**config.mk**
```make
export PLATFORM = sky130hd
export DESIGN_NAME = baud_tick_gen
export DESIGN_NICKNAME = d
export VERILOG_FILES = /design/src/rtl/baud_tick_gen.sv
export SDC_FILE = /design/constraint.sdc
export NUM_CORES = 1
export LEC_CHECK = 0
export BUFFER_PORTS_ARGS = -buffer_cell sky130_fd_sc_hd__buf_2
export CORE_UTILIZATION = 35
export CTS_CLUSTER_SIZE = 8
export DETAILED_ROUTE_END_ITERATION = 16
export GPL_ROUTABILITY_DRIVEN = 0
export HOLD_SLACK_MARGIN = 0.02
export PLACE_DENSITY_LB_ADDON = 0.15
export SYNTH_ARGS = -nofsm -noshare
export SYNTH_HDL_FRONTEND = slang
export SYNTH_SLANG_ARGS = --single-unit
```
**constraint.sdc**
```tcl
create_clock -name clk -period 5.09 [get_ports clk]
set_input_delay 0.2545 -clock clk [delete_from_list [all_inputs] [get_ports clk]]
set_output_delay 0.2545 -clock clk [all_outputs]
set_load 0.01 [all_outputs]
```
**src/rtl/baud_tick_gen.sv**
```systemverilog
`timescale 1ns/1ps
module baud_tick_gen #(
  parameter int DIV_W   = 16,
  parameter int INT_W   = 6,
  parameter int FRAC_W  = 3,
  parameter int OSR_W   = 5,
  parameter int OSR_MIN = 4,
  parameter int OSR_MAX = 16,
  parameter int ADDR_W  = 3,
  parameter int DATA_W  = 8
) (
  input  logic              clk,
  input  logic              rst_n,
  input  logic              wr_en,
  input  logic [ADDR_W-1:0] wr_addr,
  input  logic [DATA_W-1:0] wr_data,
  output logic              sample_tick,
  output logic              bit_tick
);
  localparam int PRE_W  = INT_W + FRAC_W;
  localparam int ACC_W  = PRE_W + 1;
  localparam int STEP   = 1 << FRAC_W;
  localparam int EN_BIT = DATA_W - 1;

  localparam logic [ADDR_W-1:0] A_DIVL = ADDR_W'(0);
  localparam logic [ADDR_W-1:0] A_DIVH = ADDR_W'(1);
  localparam logic [ADDR_W-1:0] A_OSR  = ADDR_W'(2);
  localparam logic [ADDR_W-1:0] A_PINT = ADDR_W'(3);
  localparam logic [ADDR_W-1:0] A_PFRC = ADDR_W'(4);
  localparam logic [ADDR_W-1:0] A_CTRL = ADDR_W'(5);

  logic [DIV_W-1:0]  div_q;
  logic [OSR_W-1:0]  osr_q;
  logic [INT_W-1:0]  pint_q;
  logic [FRAC_W-1:0] pfrac_q;
  logic              pre_on_q;

  logic [ACC_W-1:0]  acc_q;
  logic [DIV_W-1:0]  div_cnt_q;
  logic [OSR_W-1:0]  osr_cnt_q;

  logic              hit;
  logic [PRE_W-1:0]  pre_val;
  logic [DIV_W-1:0]  div_eff;
  logic [OSR_W-1:0]  osr_eff;
  logic [ACC_W-1:0]  acc_nxt;
  logic              pre_tick;
  logic              div_last;
  logic              osr_last;
  logic              samp;

  assign hit = wr_en && (wr_addr <= A_CTRL);

  assign pre_val  = (pint_q == '0) ? PRE_W'(STEP) : {pint_q, pfrac_q};
  assign div_eff  = (div_q == '0) ? DIV_W'(1) : div_q;
  assign osr_eff  = (osr_q < OSR_W'(OSR_MIN)) ? OSR_W'(OSR_MIN) :
                    (osr_q > OSR_W'(OSR_MAX)) ? OSR_W'(OSR_MAX) : osr_q;
  assign acc_nxt  = acc_q + ACC_W'(STEP);
  assign pre_tick = !pre_on_q || (acc_nxt >= {1'b0, pre_val});
  assign div_last = (div_cnt_q == div_eff - DIV_W'(1));
  assign osr_last = (osr_cnt_q == osr_eff - OSR_W'(1));
  assign samp     = pre_tick && div_last;

  always_ff @(posedge clk) begin
    if (!rst_n) begin
      div_q    <= DIV_W'(1);
      osr_q    <= OSR_W'(OSR_MAX);
      pint_q   <= INT_W'(1);
      pfrac_q  <= '0;
      pre_on_q <= 1'b0;
    end else if (wr_en) begin
      case (wr_addr)
        A_DIVL: div_q[DATA_W-1:0]     <= wr_data;
        A_DIVH: div_q[DIV_W-1:DATA_W] <= wr_data[DIV_W-DATA_W-1:0];
        A_OSR:  osr_q                 <= wr_data[OSR_W-1:0];
        A_PINT: pint_q                <= wr_data[INT_W-1:0];
        A_PFRC: pfrac_q               <= wr_data[FRAC_W-1:0];
        A_CTRL: pre_on_q              <= wr_data[EN_BIT];
        default: ;
      endcase
    end
  end

  always_ff @(posedge clk) begin
    if (!rst_n || hit) begin
      acc_q       <= '0;
      div_cnt_q   <= '0;
      osr_cnt_q   <= '0;
      sample_tick <= 1'b0;
      bit_tick    <= 1'b0;
    end else begin
      if (pre_on_q)
        acc_q <= pre_tick ? acc_nxt - {1'b0, pre_val} : acc_nxt;
      if (pre_tick)
        div_cnt_q <= div_last ? '0 : div_cnt_q + DIV_W'(1);
      if (samp)
        osr_cnt_q <= osr_last ? '0 : osr_cnt_q + OSR_W'(1);
      sample_tick <= samp;
      bit_tick    <= samp && osr_last;
    end
  end
endmodule


```
==> impl_metrics.csv <==
group,metric,value,unit
critical_path,crit_fanout,7,
clock_tree,root_buffer,"clkbuf_8",
min_path,hold_depth,3,
placement,dpl_worst_slack,1600,ps
sta,clock_skew,16.3,ps
grt,grt_max_degree,34,
sta,rsz0062_at_grt,"false",
critical_path,arrival,3750,ps
layout,layout-drive-gt1-share,0.0870,
clock_tree,cts.reportedPaths.clkPinSlew,80,ps
critical_path,path_class,"reg2reg",
grt,grt_antenna_before_repair,0,
layout,n_antenna_cell,0,
power,p_per_area,253,nW/um^2
floorplan,num_io_pins,16,
power,p_leak,1.55,nW
routing,vias,3358,
grt,grt_pass1_vias,3123,
sta,hold_violations,0,
floorplan,die_area,11600,um^2
sta,fin_ws,1560,ps
critical_path,reg2reg_depth,11,
sta,slew_headroom,0.487,
yosys,ys_seq_elements,64,
min_path,min_path_type,"in2reg",
layout,fin_nets,518,
yosys,synth_cells,478,
yosys,syn_area,3920,um^2
critical_path,r2r-end,"osr_cnt_q[4]",
routing,final_antenna_net_count,0,
critical_path,required,5310,ps
placement,dp_hpwl,7300,um
sta,finalSetupViolations,0,
sta,fin_crit,3530,ps
sta,max_freq,284,MHz
critical_path,startpoint,"div_q[0]",
clock_tree,cts_sinks,64,
floorplan,row_count,38,
grt,overflow,0,
routing,dr.first_iter.drc_count,168,
clock_tree,cts_tree,"done",
routing,wl_per_cell,15.0,um
clock_tree,post_cts_buffers,0,
status,status,"complete, no violations",
yosys,async_reset_ff_frac,0,
yosys,synth_nets,507,
critical_path,startpoint_type,"flip-flop",
floorplan,fp.dieH,108,um
clock_tree,cts-buffers-inserted,9,
critical_path,endpoint,"osr_cnt_q[4]",
sta,slew_violations,0,
clock_tree,clock_path_buffers,2,
yosys,ys.flop_type,"dfxtp_1",
critical_path,endpoint_kind,"flip-flop",
layout,final_core_util,0.394,
layout,area_growth,9.68,%
routing,drt-vias-per-instance,5.30,
grt,grt_pass1_wl,15900,um
yosys,synthDistinctLibCells,52,
routing,firstDrtPassIters,4,
layout,multi_input_area,2520,um^2
sta,worstMarginPinSlew,764,ps
clock_tree,hold_buffers,0,
clock_tree,worstSkewPairLatency,350,ps
floorplan,core_area,10900,um^2
layout,fin_area,4290,um^2
routing,drt_wl_total,9490,um
clock_tree,htreeDepth,3,
layout,seq_area,1280,um^2
yosys,yosys_warnings,0,
layout,fillCellCount,1113,
critical_path,crit-reg2reg-launch,"div_q[0]",
critical_path,reg2reg_slack,1560,ps
placement,postPlaceCellArea,4110,um^2
sta,fin_hold_ws,178,ps
power,vdd_drop_max,0.000149,V
placement,numPortBuffers,15,
yosys,synth-seq-area-share,0.327,
clock_tree,cts_resized,0,
yosys,synth_edf_count,0,
sta,tns,0,ps
grt,grtUsageTotal,0.176,
floorplan,start_util,0.360,
floorplan,die_x,108,um
run,cap_viol_max_count,0,
yosys,syn_area_per_cell,8.19,um^2
sta,final.period_utilization,0.693,
routing,drc,0,
metrics by stage:
step / std cells / power [mW]
5_1_grt: 634 / 1.15
3_5_place_dp: 618 / 0.699
2_1_floorplan: 478 / 0.656
6_report: 634 / 1.09
4_1_cts: 634 / 1.10
3_3_place_gp: 618 / 0.697
synth_stat cells (all sizes together) (2+ instances only):
master	number	share of area
nand2	69	0.066
dfxtp	64	0.33
nor2	40	0.038
xor2	21	0.047
nand3	20	0.026
xnor2	19	0.043
mux2i	18	0.046
nor2b	18	0.029
a21boi	16	0.031
clkbuf	15	0.014
nor3	15	0.019
a21oi	14	0.018
ha	14	0.045
inv	12	0.012
o21ai	12	0.015
a31oi	9	0.014
nand4	9	0.014
and2	8	0.013
a211oi	7	0.013
nor3b	7	0.013
nor4b	6	0.023
and3	5	0.0080
nor4	5	0.0096
a221o	4	0.010
nand2b	4	0.0064
o21a	4	0.0077
or3	4	0.0064
a211o	3	0.0067
a311oi	3	0.0067
and4	3	0.0067
nand3b	3	0.0058
o21bai	3	0.0058
a21o	2	0.0038
buf	2	0.0026
o21ba	2	0.0051
o31a	2	0.0045
o31ai	2	0.0038
o41ai	2	0.0045
or3b	2	0.0045
or4	2	0.0058
report_power, final:
part | internal [mW] | switching [mW]
sequential | 0.511 | 0.0148
combinational | 0.0684 | 0.0922
clock | 0.181 | 0.220
placed cells by master, fill, tap and decap left out, types with 15 or more instances in the layout:
| cell | Yosys | layout |
|---|---|---|
| nor2b_1 | 18 | 18 |
| nor3_1 | 15 | 15 |
| nand2_1 | 69 | 69 |
| buf_2 | 2 | 15 |
| xnor2_1 | 19 | 19 |
| a21boi_0 | 16 | 16 |
| nor2_1 | 40 | 40 |
| mux2i_1 | 18 | 18 |
| nand3_1 | 20 | 20 |
| dfxtp_1 | 64 | 64 |
| xor2_1 | 21 | 21 |
worst max-delay path: stages (launching register included):
cell      delay [ps]
dfxtp_1          380
or4_4            610
nor4b_4          350
a21oi_1          130
ha_1             260
o21ba_2          200
a221oi_1         270
a31oi_1           60
nor4_1           280
and4_1           300
a31oi_1          170
a221o_1          390
layer usage:
| metal | global-route usage | wire length [um] |
|---|---|---|
| met3 | 0.0357 | 249 |
| met2 | 0.263 | 4130 |
| met4 | 0.0568 | 168 |
| met5 | 0 | 0 |
| met1 | 0.250 | 4940 |
logic make-up after synthesis:
group / share of synthesized area
multiplexers: 0.0460
XOR/XNOR: 0.0895
adder cells (fa/ha/maj): 0.0499
flip-flops: 0.327
AO/OA/AOI/OAI: 0.163
AND/OR/NAND/NOR: 0.296
buffers and inverters: 0.0284
final cells by class:
type,instances,share of cell area
Multi-Input combinational cell,385,0.587
Sequential cell,64,0.298
Tap cell,140,0.0408
Clock buffer,9,0.0288
Timing Repair Buffer,17,0.0210
Clock inverter,7,0.0131
Inverter,12,0.0105
registers in the layout (all words and copies together), names as in the netlist:
name / cells
acc_q: 10
bit_tick: 1
div_cnt_q: 16
div_q: 16
osr_cnt_q: 5
osr_q: 5
pfrac_q: 3
pint_q: 6
pre_on_q: 1
sample_tick: 1
worst min-delay path by stage:
stage / from / endpoint
after floorplan: wr_data[0] / div_q[0]
after global placement: acc_q[1] / acc_q[1]
after detailed placement: acc_q[1] / acc_q[1]
after CTS: wr_data[6] / div_q[14]
after global routing: wr_data[6] / div_q[14]
final: wr_data[6] / div_q[14]
Power figures use the tool's default switching activity.
